===== src/rtl/irq_share_pkg.sv =====
package irq_share_pkg;
  localparam int unsigned WORD_W = 32;
  localparam logic [WORD_W-1:0] UNCLAIMED = '1;

  // Valid claim word: exactly one bit set, and that bit addresses an existing core.
  function automatic logic claim_word_ok(input logic [WORD_W-1:0] w, input int unsigned nc);
    logic [WORD_W-1:0] beyond;
    beyond = (nc >= WORD_W) ? '0 : ~((WORD_W'(1) << nc) - WORD_W'(1));
    return ($countones(w) == 1) && ((w & beyond) == '0);
  endfunction

  // Request gating for a single core: line high, routed, and owner or free.
  function automatic logic gate_req(input logic line, input logic routed,
                                    input logic held, input logic owns);
    return line & routed & (~held | owns);
  endfunction
endpackage


===== src/rtl/irq_share_slot.sv =====
module irq_share_slot
  import irq_share_pkg::*;
#(
  parameter int unsigned NC = 4
) (
  input  logic                 clk,
  input  logic                 rst_n,
  input  logic                 irq_line,
  input  logic [NC-1:0]        route_we,
  input  logic [NC-1:0]        claim_we,
  input  logic [NC*WORD_W-1:0] wdata_all,
  output logic [NC-1:0]        route_q,
  output logic [WORD_W-1:0]    claim_word,
  output logic [NC-1:0]        req
);
  logic          held_q;
  logic [NC-1:0] owner_q;
  logic [NC-1:0] route_nxt;
  logic          route_hit;
  logic          win_release;
  logic          win_claim;
  logic [NC-1:0] claim_val;
  logic          claim_take;

  // Scan from the top port down so the lowest-numbered writer overrides.
  always_comb begin
    route_hit   = 1'b0;
    route_nxt   = route_q;
    win_release = 1'b0;
    win_claim   = 1'b0;
    claim_val   = '0;
    for (int p = NC - 1; p >= 0; p--) begin
      if (route_we[p]) begin
        route_hit = 1'b1;
        route_nxt = wdata_all[p*WORD_W +: NC];
      end
      if (claim_we[p]) begin
        if (wdata_all[p*WORD_W +: WORD_W] == UNCLAIMED) begin
          win_release = 1'b1;
          win_claim   = 1'b0;
          claim_val   = '0;
        end else if (claim_word_ok(wdata_all[p*WORD_W +: WORD_W], NC)) begin
          win_release = 1'b0;
          win_claim   = 1'b1;
          claim_val   = wdata_all[p*WORD_W +: NC];
        end
      end
    end
  end

  assign claim_take = win_claim & ~held_q;

  always_ff @(posedge clk or negedge rst_n) begin
    if (!rst_n) begin
      route_q <= NC'(1);
    end else if (route_hit) begin
      route_q <= route_nxt;
    end
  end

  always_ff @(posedge clk or negedge rst_n) begin
    if (!rst_n) begin
      held_q  <= 1'b0;
      owner_q <= '0;
    end else if (win_release) begin
      held_q  <= 1'b0;
      owner_q <= '0;
    end else if (claim_take) begin
      held_q  <= 1'b1;
      owner_q <= claim_val;
    end
  end

  assign claim_word = held_q ? WORD_W'(owner_q) : UNCLAIMED;

  for (genvar c = 0; c < NC; c++) begin : g_req
    assign req[c] = gate_req(irq_line, route_q[c], held_q, owner_q[c]);
  end


  claim_lock_chk: assert property (@(posedge clk) disable iff (!rst_n)
    (held_q && !win_release) |=> (held_q && $stable(owner_q)));


  claim_grant_chk: assert property (@(posedge clk) disable iff (!rst_n)
    (!held_q && win_claim && !win_release) |=> (held_q && owner_q == $past(claim_val)));


  claim_release_chk: assert property (@(posedge clk) disable iff (!rst_n)
    win_release |=> (!held_q && claim_word == UNCLAIMED));


  claim_owner_chk: assert property (@(posedge clk) disable iff (!rst_n)
    held_q |-> ($countones(owner_q) == 1));


  req_single_chk: assert property (@(posedge clk) disable iff (!rst_n)
    held_q |-> ($countones(req) <= 1));
endmodule


===== src/rtl/irq_share_rdmux.sv =====
module irq_share_rdmux
  import irq_share_pkg::*;
#(
  parameter int unsigned NI    = 6,
  parameter int unsigned NC    = 4,
  parameter int unsigned IDX_W = 3
) (
  input  logic [IDX_W:0]       addr,
  input  logic [NI*NC-1:0]     route_all,
  input  logic [NI*WORD_W-1:0] claim_all,
  output logic [WORD_W-1:0]    rdata
);
  always_comb begin
    rdata = '0;
    for (int i = 0; i < NI; i++) begin
      if (addr[IDX_W-1:0] == IDX_W'(i)) begin
        rdata = addr[IDX_W] ? claim_all[i*WORD_W +: WORD_W]
                            : WORD_W'(route_all[i*NC +: NC]);
      end
    end
  end
endmodule


===== src/rtl/irq_share_unit.sv =====
module irq_share_unit
  import irq_share_pkg::*;
#(
  parameter int unsigned NUM_CORES = 4,
  parameter int unsigned NUM_IRQS  = 6,
  parameter int unsigned IDX_W     = 3
) (
  input  logic                            clk,
  input  logic                            rst_n,
  input  logic [NUM_IRQS-1:0]             irq_in,
  input  logic [NUM_CORES-1:0]            core_wr,
  input  logic [NUM_CORES*(IDX_W+1)-1:0]  core_addr,
  input  logic [NUM_CORES*32-1:0]         core_wdata,
  output logic [NUM_CORES*32-1:0]         core_rdata,
  output logic [NUM_CORES*NUM_IRQS-1:0]   core_irq
);
  localparam int unsigned AW = IDX_W + 1;

  logic [NUM_CORES-1:0]       route_we [NUM_IRQS];
  logic [NUM_CORES-1:0]       claim_we [NUM_IRQS];
  logic [NUM_CORES-1:0]       slot_route [NUM_IRQS];
  logic [NUM_CORES-1:0]       slot_req [NUM_IRQS];
  logic [NUM_IRQS*NUM_CORES-1:0] route_flat;
  logic [NUM_IRQS*WORD_W-1:0]    claim_flat;

  // Decode each port's address into per-interrupt write strobes.
  always_comb begin
    for (int i = 0; i < NUM_IRQS; i++) begin
      for (int p = 0; p < NUM_CORES; p++) begin
        route_we[i][p] = core_wr[p] && !core_addr[p*AW + IDX_W]
                         && (core_addr[p*AW +: IDX_W] == IDX_W'(i));
        claim_we[i][p] = core_wr[p] && core_addr[p*AW + IDX_W]
                         && (core_addr[p*AW +: IDX_W] == IDX_W'(i));
      end
    end
  end

  for (genvar i = 0; i < NUM_IRQS; i++) begin : g_slot
    irq_share_slot #(.NC(NUM_CORES)) u_slot (
      .clk        (clk),
      .rst_n      (rst_n),
      .irq_line   (irq_in[i]),
      .route_we   (route_we[i]),
      .claim_we   (claim_we[i]),
      .wdata_all  (core_wdata),
      .route_q    (slot_route[i]),
      .claim_word (claim_flat[i*WORD_W +: WORD_W]),
      .req        (slot_req[i])
    );
    assign route_flat[i*NUM_CORES +: NUM_CORES] = slot_route[i];
    for (genvar c = 0; c < NUM_CORES; c++) begin : g_out
      assign core_irq[c*NUM_IRQS + i] = slot_req[i][c];
    end
  end

  for (genvar p = 0; p < NUM_CORES; p++) begin : g_port
    irq_share_rdmux #(.NI(NUM_IRQS), .NC(NUM_CORES), .IDX_W(IDX_W)) u_rd (
      .addr      (core_addr[p*AW +: AW]),
      .route_all (route_flat),
      .claim_all (claim_flat),
      .rdata     (core_rdata[p*WORD_W +: WORD_W])
    );
  end


  irq_quiet_chk: assert property (@(posedge clk) disable iff (!rst_n)
    (irq_in == '0) |-> (core_irq == '0));
endmodule


===== config.mk =====
export PLATFORM = sky130hd
export DESIGN_NAME = irq_share_unit
export DESIGN_NICKNAME = d
export VERILOG_FILES = /design/src/rtl/irq_share_pkg.sv /design/src/rtl/irq_share_slot.sv /design/src/rtl/irq_share_rdmux.sv /design/src/rtl/irq_share_unit.sv
export SDC_FILE = /design/constraint.sdc
export NUM_CORES = 1
export LEC_CHECK = 0
export ABC_AREA = 1
export BUFFER_PORTS_ARGS = -buffer_cell sky130_fd_sc_hd__buf_4
export CAP_MARGIN = 40
export CORE_ASPECT_RATIO = 0.8
export CORE_MARGIN = 5
export CORE_UTILIZATION = 57
export CTS_CLUSTER_SIZE = 10
export DETAILED_ROUTE_END_ITERATION = 8
export GPL_ROUTABILITY_DRIVEN = 0
export GPL_TIMING_DRIVEN = 1
export PLACE_DENSITY_LB_ADDON = 0.1
export SLEW_MARGIN = 20
export SYNTH_ARGS = -nofsm -noshare
export SYNTH_HDL_FRONTEND = slang
export SYNTH_SLANG_ARGS = --single-unit

===== constraint.sdc =====
create_clock -name clk -period 4.4 [get_ports clk]
set_clock_uncertainty 0.05 [all_clocks]
set_input_delay 0.66 -clock clk [delete_from_list [all_inputs] [get_ports clk]]
set_output_delay 0.66 -clock clk [all_outputs]
set_load 0.01 [all_outputs]

## Word-level counts from Yosys, hierarchy flattened

Cells that the tools add are included.

- Flip-flop bits (word level): 54
- Input port bits: 156
- Output and inout port bits: 152
- Logic and storage cells: 655

- Add/subtract/negate cells: 124
- Eq/ne operators: 28
- Muxes and demuxes: 311
- Bitwise operators: 84
- Reduce and logical (&&, ||, !) cells: 90

Operators by type and width:

| cell | count |
|---|---|
| 32-bit adder | 60 |
| 32-bit two-way mux | 54 |
| 4-bit two-way mux | 98 |
| 1-bit two-way mux | 159 |
| 1-bit by 1-bit adder with 2-bit output | 64 |
| 32-bit by 2-bit == test with 1-bit output (second input constant) | 4 |
| 32-bit == test (second input constant) | 4 |
| 32-bit zero test | 4 |
| 1-bit logical AND | 60 |
| 1-bit AND | 54 |
| 3-bit by 2-bit == test with 1-bit output (second input constant) | 8 |
| 3-bit == test (second input constant) | 8 |
| 1-bit bitwise OR | 24 |
| 4-bit nonzero test | 6 |
| 3-bit by 1-bit == test with 1-bit output (second input constant) | 4 |
| 3-bit zero test | 4 |
| 2-bit AND reduction | 6 |
| 2-bit nonzero test | 6 |
| 1-bit inverter | 6 |
| 1-bit zero test | 4 |

## Depth between registers and ports, before layout

Gate-level depths: netlist of run 1.

- Depth after elaboration: 22
- Mapped depth: 28
- Mapped depth without buffers: 28

## Cells and area by module

A second synthesis of run 1 with hierarchy kept.

- Cells, all modules: 6209
- Area, all modules: 39569.2 µm²

Modules (own cells, without submodules):

| module | times used | cells an instance | area each (µm²) | seq. area each (µm²) |
|---|---|---|---|---|
| irq_share_slot (g_slot[1].u_slot ...) | 2 | 656 | 4883.4 | 226.5 |
| irq_share_rdmux | 4 | 516 | 2317.2 | 0.0 |
| irq_share_slot (g_slot[5].u_slot) | 1 | 696 | 5131.2 | 226.5 |
| irq_share_slot (g_slot[4].u_slot) | 1 | 699 | 5102.4 | 226.5 |
| irq_share_slot (g_slot[3].u_slot) | 1 | 688 | 5047.3 | 226.5 |
| irq_share_slot (g_slot[0].u_slot) | 1 | 650 | 4855.9 | 226.5 |
| irq_share_unit | 1 | 100 | 396.6 | 0.0 |

## Worst setup path before layout of run 1

OpenSTA, ideal clock, no wires.

- Path kind: input-to-reg
- From: in core_wdata[62]
- To: reg g_slot[2].u_slot.owner_q[0]
- Library setup time: 65 ps
- Data arrival time: 5450 ps
- Required time: 4285 ps
- Path slack: -1165 ps
- Stages: 24
- Path buffers: 0
- Cell sequence: inv_1 > ha_1 > inv_1 > fa_1 > inv_1 > fa_1 > inv_1 > fa_1 > fa_1 > fa_1 > inv_1 > ha_1 > fa_1 > nor4b_1 > nand2_1 > nor2_4 > nand3_2 > nand2_1 > nand2_1 > nand2_2 > nand2_4 > nor2_4 > nand2_1 > nand2_1

- Longest elaborated chain between the ends: 15
- Elaborated cells between the ends (all ways): 31
- Those cells by class: add/sub (5); eq/ne (2); mux (20); bitwise (1); reduce/logical (3)

Ends and longest elaborated chain:

| what | line | RTL |
|---|---|---|
| start, declared | irq_share_unit.sv:13 | `input logic [NUM_CORES*32-1:0] core_wdata,` |
| 1-bit by 1-bit adder with 2-bit output (not written as such) | irq_share_pkg.sv:9 | `return ($countones(w) == 1) && ((w & beyond) == '0);` |
| 32-bit adder (not written as such) (4 in a row) | irq_share_pkg.sv:9 |  |
| 32-bit by 2-bit == test with 1-bit output | irq_share_pkg.sv:9 |  |
| 1-bit logical AND | irq_share_pkg.sv:9 |  |
| 4-bit two-way mux / 1-bit two-way mux (equally long branches) | irq_share_slot.sv:42 | `end else if (claim_word_ok(wdata_all[p*WORD_W +: WORD_W], NC)) begin` |
| 4-bit two-way mux / 1-bit two-way mux (equally long branches) | irq_share_slot.sv:38 | `if (wdata_all[p*WORD_W +: WORD_W] == UNCLAIMED) begin` |
| 4-bit two-way mux / 1-bit two-way mux (equally long branches) | irq_share_slot.sv:37 | `if (claim_we[p]) begin` |
| 4-bit two-way mux / 1-bit two-way mux (equally long branches) | irq_share_slot.sv:42 |  |
| 4-bit two-way mux / 1-bit two-way mux (equally long branches) | irq_share_slot.sv:38 |  |
| 4-bit two-way mux / 1-bit two-way mux (equally long branches) | irq_share_slot.sv:37 |  |
| 4-bit two-way mux / 1-bit AND (equally long branches) | irq_share_slot.sv:68, irq_share_slot.sv:51 |  |
| 4-bit two-way mux / 2-bit nonzero test (equally long branches) | - |  |
| end signal, assigned | irq_share_slot.sv:70 | `owner_q <= claim_val;` |
| end, declared | irq_share_slot.sv:17 | `logic [NC-1:0] owner_q;` |

Parallel ways exist; a longest one is shown, timed or not. The select of a mux whose other input is x is not followed.
A chain may end at the register's enable or synchronous reset.

## Worst setup path after layout of run 1

- From: in core_wdata[60]
- To: reg g_slot[0].u_slot.owner_q[3]

- Longest elaborated chain between the ends: 15
- Elaborated cells between the ends (all ways): 31
- Those cells by class: add/sub (5); eq/ne (2); mux (20); bitwise (1); reduce/logical (3)

Ends and longest elaborated chain:

| what | line |
|---|---|
| 1-bit by 1-bit adder with 2-bit output (not written as such) | irq_share_pkg.sv:9 |
| 32-bit adder (not written as such) (4 in a row) | irq_share_pkg.sv:9 |
| 32-bit by 2-bit == test with 1-bit output | irq_share_pkg.sv:9 |
| 1-bit logical AND | irq_share_pkg.sv:9 |
| 4-bit two-way mux / 1-bit two-way mux (equally long branches) | irq_share_slot.sv:42 |
| 4-bit two-way mux / 1-bit two-way mux (equally long branches) | irq_share_slot.sv:38 |
| 4-bit two-way mux / 1-bit two-way mux (equally long branches) | irq_share_slot.sv:37 |
| 4-bit two-way mux / 1-bit two-way mux (equally long branches) | irq_share_slot.sv:42 |
| 4-bit two-way mux / 1-bit two-way mux (equally long branches) | irq_share_slot.sv:38 |
| 4-bit two-way mux / 1-bit two-way mux (equally long branches) | irq_share_slot.sv:37 |
| 4-bit two-way mux / 1-bit AND (equally long branches) | irq_share_slot.sv:68, irq_share_slot.sv:51 |
| 4-bit two-way mux / 2-bit nonzero test (equally long branches) | - |
| end signal, assigned | irq_share_slot.sv:70 |
| end, declared | irq_share_slot.sv:17 |

Parallel ways exist; a longest one is shown, timed or not. The select of a mux whose other input is x is not followed.

==> results of run 1 <==
[sequential cells by signal, summed over array words and instances, names as in the netlist]
signal / count
g_slot.u_slot.held_q: 6
g_slot.u_slot.owner_q: 24
g_slot.u_slot.route_q: 24
[metal layers]
layer | part of all wire | wire [um] | GRT usage | vias to the layer above
li1 | - | - | - | 6691
met1 | 0.38 | 17990 | 0.4433 | 6606
met2 | 0.42 | 19950 | 0.4985 | 1068
met3 | 0.15 | 6829 | 0.1161 | 248
met4 | 0.048 | 2261 | 0.1077 | 2
met5 | 0.00040 | 19 | 0 | -
[placed cells by master, fill, tap and decap left out, types with 50 or more instances in the layout]
master     n
nand2_2   50
buf_4    387
o21ai_0  117
inv_1    364
inv_2     70
nor2_1   145
nand3_1   66
nand2_1  312
a21oi_1  136
fa_1      81
ha_1     119
[worst max path at each step]
stage | endpoint | startpoint | slack (ps) | cells after the start
CTS | g_slot[4].u_slot.owner_q[3]$_DFFE_PN0P_ | core_wdata[117] | -1110 | 27
detailed placement | g_slot[3].u_slot.owner_q[1]$_DFFE_PN0P_ | core_wdata[82] | -1520 | 25
global route | g_slot[2].u_slot.owner_q[0]$_DFFE_PN0P_ | core_wdata[48] | -1380 | 23
global placement | g_slot[4].u_slot.owner_q[2]$_DFFE_PN0P_ | core_wdata[82] | -1480 | 25
floorplan | g_slot[5].u_slot.owner_q[0]$_DFFE_PN0P_ | core_wdata[82] | -1000 | 28
finish | g_slot[0].u_slot.owner_q[3]$_DFFE_PN0P_ | core_wdata[60] | -1180 | 23
[layout make-up]
cell class              instances  area, um^2
well taps                     312       390.4
clock buffers                   7       132.6
clock inverters                 1       30.03
repair buffers                419        3323
inverters                     445        1694
multi-input cells            1327       10170
fillers                      1862        6176
flip-flops and latches         54        1359
[cells by family (layout without fill, tap and decap cells)]
| kind of cell | count (synthesis) | after routing | synth area share |
|---|---|---|---|
| fa+ha+maj | 260 | 260 | 0.3014 |
| xor+xnor | 8 | 8 | 0.005235 |
| simple gates | 697 | 698 | 0.2421 |
| buf+inv | 577 | 872 | 0.1930 |
| compound gates | 358 | 358 | 0.1545 |
| mux | 3 | 3 | 0.002244 |
| flops | 54 | 54 | 0.1015 |
[power by group through the flow]
stage	Clock (mW)	Combinational, mW	Sequential (mW)
2_1_floorplan	0	3.23	0.612
3_3_place_gp	0	4.42	0.645
3_5_place_dp	0	4.56	0.646
4_1_cts	0.455	4.72	0.637
5_1_grt	0.474	5.57	0.646
6_report	0.466	4.90	0.647
[timing repair]
action / 4_1_cts / 5_1_grt
gates cloned: 1 / 0
pin swaps: 55 / 64
gates resized for setup: 76 / 128
setup endpoints to repair: 30 / 30
buffers inserted: 19 / 12
==> run_results.csv, run 1 <==
group,metric,value,unit
run_status,status,"finished with violations",
run_status,violations,"setup timing",
clock_tree,numCtsBuffers,5,
grt,antenna_found_initial,1,
sta,grt_setup_unrepaired,"true",
cells_and_area,layout-drive-gt1-share,0.3156,
sta,layout_setup_ws,-1185,ps
routing,drc,0,
placement,place_area,0.01603,mm^2
worst_setup_path,path_delay_family,"adder cells",
power,switching_share,0.4939,
clock_tree,cts_buffer_depth,2,
synth,synthesis.area,0.01338,mm^2
sta,fin_crit,5585,ps
worst_setup_path,r2r_end,"g_slot[4].u_slot.owner_q[3]$_DFFE_PN0P_",
worst_hold_path,hp-class,"primary input to asynchronous set/reset pin",
floorplanning,start_util,0.5751,
grt,grt_pass1_wl,71700,um
routing,wl_per_cell,18.35,um
worst_setup_path,start_kind,"primary input",
sta,timing.fmax,179.1,MHz
worst_setup_path,path_max_fanout,6,
synth,synth_top_cell_area_share,0.1556,
synth,synth_most_common_cell,"inv_1",
sta,tightest_slew,774.6,ps
routing,drtIter0Drc,2149,
synth,synth_edf_count,0,
sta,slew_viol_final,0,
worst_setup_path,arrival,5780,ps
worst_setup_path,critical_path_required,4590,ps
power,cell_internal_pwr,3.041,mW
routing,ant_nets,0,
floorplanning,dieHeight,147.1,um
cells_and_area,areaGrowthSynthToFinish,27.74,%
sta,hold_ws,352.1,ps
placement,io_buffers,307,
cells_and_area,fin_area,0.01710,mm^2
clock_tree,cts_tree,"yes",
worst_setup_path,critPathKind,"primary input to register",
sta,final_hold_viol_count,0,
synth,yosysWarnings,0,
cells_and_area,finalNonFillerCells,2565,
synth,async_flop_share,1.000,
clock_tree,cts-root-buf,"clkbuf_16",
synth,synthTopCellsByArea,"fa_1 (16%), ha_1 (15%), inv_1 (12%)",
floorplanning,num_rows,50,
worst_setup_path,cp_slowest_stage_delay,540,ps
power,ir_worst_vdd,0.4005,mV
placement,dpl.hpwl,37860,um
cells_and_area,antenna_cells,0,
clock_tree,htree_num_levels,2,
worst_setup_path,crit-reg2reg-launch,"g_slot[4].u_slot.held_q$_DFFE_PN0P_",
worst_setup_path,crit_path_end_kind,"register",
sta,finalSetupTns,-33170,ps
power,clkPwrFrac,0.078,
floorplanning,core,0.02327,mm^2
power,p_per_area,351.5,mW/mm^2
routing,route.vias.total,14620,
worst_setup_path,slowest_stage,"fa_1",
grt,overflow,0,
power,power_frac_comb,0.815,
synth,yosysSeqAreaShare,0.1015,
grt,grt_usage,0.3297,
synth,ys.flop_type,"dfrtp_1",
power,leakagePower,8.967,nW
routing,routed_via_density,5.698,
floorplanning,die_x,181.3,um
clock_tree,ctsHoldBuffers,0,
worst_setup_path,cpMostUsedCell,"fa_1",
power,netSwitchingPower,2.968,mW
worst_setup_path,path_buf_inv,4,
power,finalPower,6.009,mW
synth,synth_area_leader_cell,"fa_1",
floorplanning,pin_count,308,
grt,first_global_vias,13740,
worst_setup_path,r2r_slack,3030,ps
cells_and_area,num-nets-final,2668,
cells_and_area,final_core_util,0.7346,
power,seqPwrFrac,0.108,
worst_setup_path,reg2reg_depth,5,
sta,fin_crit_sh,1.269,
synth,ys_types,47,
synth,syn_nets,2373,
placement,place_ws,-1516,ps
placement,placed_cells,2526,
sta,setup_violations,30,
run,drv_cap,0,
clock_tree,clk_latency,300,ps
clock_tree,clock_sinks,54,
routing,wirelength,47060,um
synth,ys_seq_elements,54,
clock_tree,path_clk_slew,80,ps
routing,dr.pass1.iters,8,
worst_setup_path,path_cells,"buf_4, ha_1, fa_1, inv_1, fa_1, fa_1, fa_1, fa_1, inv_1, ha_2, fa_1, nor4b_2, nand2_1, nor2_4, buf_12, nand3_4, nand2_2, nand2_2, nand2_4, nand2_4, nor2_4, nand2_1, nand2_1",
synth,syn_area_per_cell,6.839,um^2
floorplanning,fp.dieArea,0.02666,mm^2
grt,grt_start_max_net_pins,55,
synth,synthCells,1957,
synth,ys_top_cells_by_count,"inv_1 (427), nand2_1 (357), ha_1 (156)",
sta,slew_headroom,0.4817,
(Power assumes the default switching activity.)
==> run 2, diff against run 1 <==
--- a/config.mk
+++ b/config.mk
@@ -8,9 +8,11 @@
 export ABC_AREA = 1
 export BUFFER_PORTS_ARGS = -buffer_cell sky130_fd_sc_hd__buf_4
 export CAP_MARGIN = 40
+export CELL_PAD_IN_SITES_DETAIL_PLACEMENT = 0
+export CELL_PAD_IN_SITES_GLOBAL_PLACEMENT = 1
 export CORE_ASPECT_RATIO = 0.8
 export CORE_MARGIN = 5
-export CORE_UTILIZATION = 57
+export CORE_UTILIZATION = 40
 export CTS_CLUSTER_SIZE = 10
 export DETAILED_ROUTE_END_ITERATION = 8
 export GPL_ROUTABILITY_DRIVEN = 0
==> run 2 against run 1 <==
Compared with the run above: the flow still finishes with violations (setup timing); total power fell by 2.4%; sequential power barely moved; critical path depth rose by 6; wire length rose by 9.8%; non-clock buffer count rose by 12; count of clock-buffer cells in the layout fell by 2; maximum frequency rose by 1.8%; worst setup slack improved by 99 ps; highest routed layer is now met4.
==> run_results.csv, run 2 (synthesis gave the netlist of run 1 again) <==
group,metric,value,unit
worst_setup_path,crit_end,"g_slot[2].u_slot.owner_q[1]$_DFFE_PN0P_",
floorplanning,fp.dieArea,0.03724,mm^2
grt,antenna_found_initial,0,
sta,fin_crit_sh,1.247,
routing,top_layer_used,"met4",
sta,fin_crit,5485,ps
worst_setup_path,cp.depth,29,
routing,routed_via_density,5.240,
clock_tree,numCtsBuffers,5,
power,leakagePower,9.006,nW
sta,final_hold_viol_count,0,
worst_setup_path,critPathKind,"primary input to register",
floorplanning,die_x,214.5,um
floorplanning,start_util,0.4083,
power,power_frac_comb,0.817,
cells_and_area,fin_area,0.01726,mm^2
grt,grt_pass1_wl,78990,um
worst_setup_path,critical_path_required,4600,ps
floorplanning,core,0.03278,mm^2
cells_and_area,layout-drive-gt1-share,0.3118,
clock_tree,clock_sinks,54,
worst_setup_path,path_buf_inv,7,
clock_tree,path_clk_slew,80,ps
grt,overflow,0,
worst_setup_path,r2r_end,"g_slot[5].u_slot.owner_q[0]$_DFFE_PN0P_",
routing,drt-met1-wl,23040,um
cells_and_area,reg.largest.list,"g_slot.u_slot.owner_q: 24 flops, g_slot.u_slot.route_q: 24 flops, g_slot.u_slot.held_q: 6 flops",
routing,route.vias.total,14100,
floorplanning,dieHeight,173.6,um
placement,place_ws,-1538,ps
routing,dr.pass1.iters,6,
routing,wl_per_cell,19.21,um
routing,ant_nets,0,
worst_hold_path,hp-class,"primary input to asynchronous set/reset pin",
floorplanning,pin_count,308,
grt,grt_start_max_net_pins,55,
cells_and_area,final_cell_mix,"buf_4 (400), inv_1 (374), nand2_1 (326)",
power,cell_internal_pwr,2.953,mW
power,p_per_area,339.8,mW/mm^2
power,seqPwrFrac,0.110,
placement,dpl.hpwl,43300,um
worst_setup_path,arrival,5690,ps
power,finalPower,5.866,mW
cells_and_area,final_common_cell,"buf_4",
clock_tree,cts_buffer_depth,2,
power,clkPwrFrac,0.073,
worst_setup_path,start_kind,"primary input",
sta,hold_ws,98.16,ps
routing,wirelength,51680,um
worst_setup_path,cp_slowest_stage_delay,550,ps
clock_tree,htree_num_levels,2,
worst_setup_path,reg2reg_depth,5,
cells_and_area,num-nets-final,2679,
grt,grt_usage,0.2665,
placement,io_buffers,307,
sta,slew_viol_final,0,
clock_tree,clk_latency,310,ps
routing,drtIter0Drc,1509,
worst_setup_path,slowest_stage,"fa_1",
floorplanning,num_rows,59,
run_status,violations,"setup timing",
worst_setup_path,path_delay_family,"adder cells",
clock_tree,cts-root-buf,"clkbuf_16",
sta,layout_setup_ws,-1085,ps
power,netSwitchingPower,2.913,mW
routing,dr_wl_met2,22580,um
placement,place_area,0.01634,mm^2
worst_setup_path,crit-reg2reg-launch,"g_slot[5].u_slot.held_q$_DFFE_PN0P_",
worst_setup_path,path_max_fanout,6,
worst_setup_path,cpMostUsedCell,"fa_1",
sta,finalSetupTns,-30910,ps
sta,grt_setup_unrepaired,"true",
sta,setup_violations,30,
clock_tree,cts_tree,"yes",
cells_and_area,areaGrowthSynthToFinish,28.99,%
routing,wl_met3,5020,um
cells_and_area,antenna_cells,0,
routing,drc,0,
run,drv_cap,0,
power,switching_share,0.4965,
power,ir_worst_vdd,0.3056,mV
clock_tree,ctsHoldBuffers,0,
worst_setup_path,cp-startpoint,"core_wdata[73]",
sta,timing.fmax,182.3,MHz
sta,tightest_slew,795.9,ps
run_status,status,"finished with violations",
sta,slew_headroom,0.4688,
worst_setup_path,r2r_slack,3100,ps
grt,first_global_vias,13760,
worst_setup_path,crit_path_end_kind,"register",
-- run 2: changes by cell type in the layout (fill, tap and decap cells not counted), sizes merged --
cell | before | now
buf | 419 | 431
clkinv | 7 | 10
clkbuf | 7 | 5
bufinv | 1 | 0
clkinvlp | 0 | 1
inv | 438 | 437
nor2 | 168 | 167
-- run 2: final cells by class --
cell class                      instances  area (um^2)
Clock buffer                            5        125.1
Clock inverter                          3        21.27
Fill cell                            3259        15510
Inverter                              445         1702
Multi-Input combinational cell       1326        10080
Sequential cell                        54         1359
Tap cell                              427        534.3
Timing Repair Buffer                  431         3445
-- run 2: what timing repair did --
item / in CTS / in global routing
gates resized for setup: 102 / 67
pin swaps: 58 / 48
gates cloned: 0 / 0
buffers inserted: 18 / 4
setup endpoints to repair: 30 / 30
-- run 2: per-stage QoR --
step	util	instances
floorplan	-	1957
global placement	0.4974	2657
detailed placement	0.4985	2660
CTS	0.5177	2686
global route	0.5267	2691
finish	0.5267	2691
-- run 2: worst min-delay path by stage --
| stage | startpoint | slack (ps) | to | cells past startpoint |
|---|---|---|---|---|
| finish | rst_n | 100 | g_slot[0].u_slot.route_q[2]$_DFFE_PN0P_ | 1 |
| global route | rst_n | 90 | g_slot[1].u_slot.route_q[3]$_DFFE_PN0P_ | 1 |
| CTS | rst_n | 390 | g_slot[0].u_slot.route_q[2]$_DFFE_PN0P_ | 1 |
| detailed placement | g_slot[4].u_slot.held_q$_DFFE_PN0P_ | 430 | g_slot[4].u_slot.held_q$_DFFE_PN0P_ | 2 |
| global placement | g_slot[4].u_slot.held_q$_DFFE_PN0P_ | 420 | g_slot[4].u_slot.held_q$_DFFE_PN0P_ | 2 |
| floorplan | rst_n | 310 | g_slot[0].u_slot.held_q$_DFFE_PN0P_ | 0 |
-- run 2: worst register-to-register path, stage by stage, from the launching register on --
cell	delay, ps
dfrtp_1	520
inv_1	290
nand2_4	110
nor2_4	140
nand2_1	70
nand2_1	60
-- run 2: metal layers --
layer / up-vias / global-route usage
met1: 6595 / 0.3865
met3: 91 / 0.05815
met4: 0 / 0.04910
met2: 716 / 0.4130
met5: - / 0
li1: 6699 / -
-- run 2: power by group through the flow --
stage          Combinational, mW  Clock [mW]  Sequential (mW)
2_1_floorplan               3.23           0            0.612
3_3_place_gp                4.55           0            0.650
3_5_place_dp                4.63           0            0.649
4_1_cts                     4.79       0.429            0.639
5_1_grt                     5.58       0.452            0.650
6_report                    4.79       0.426            0.645
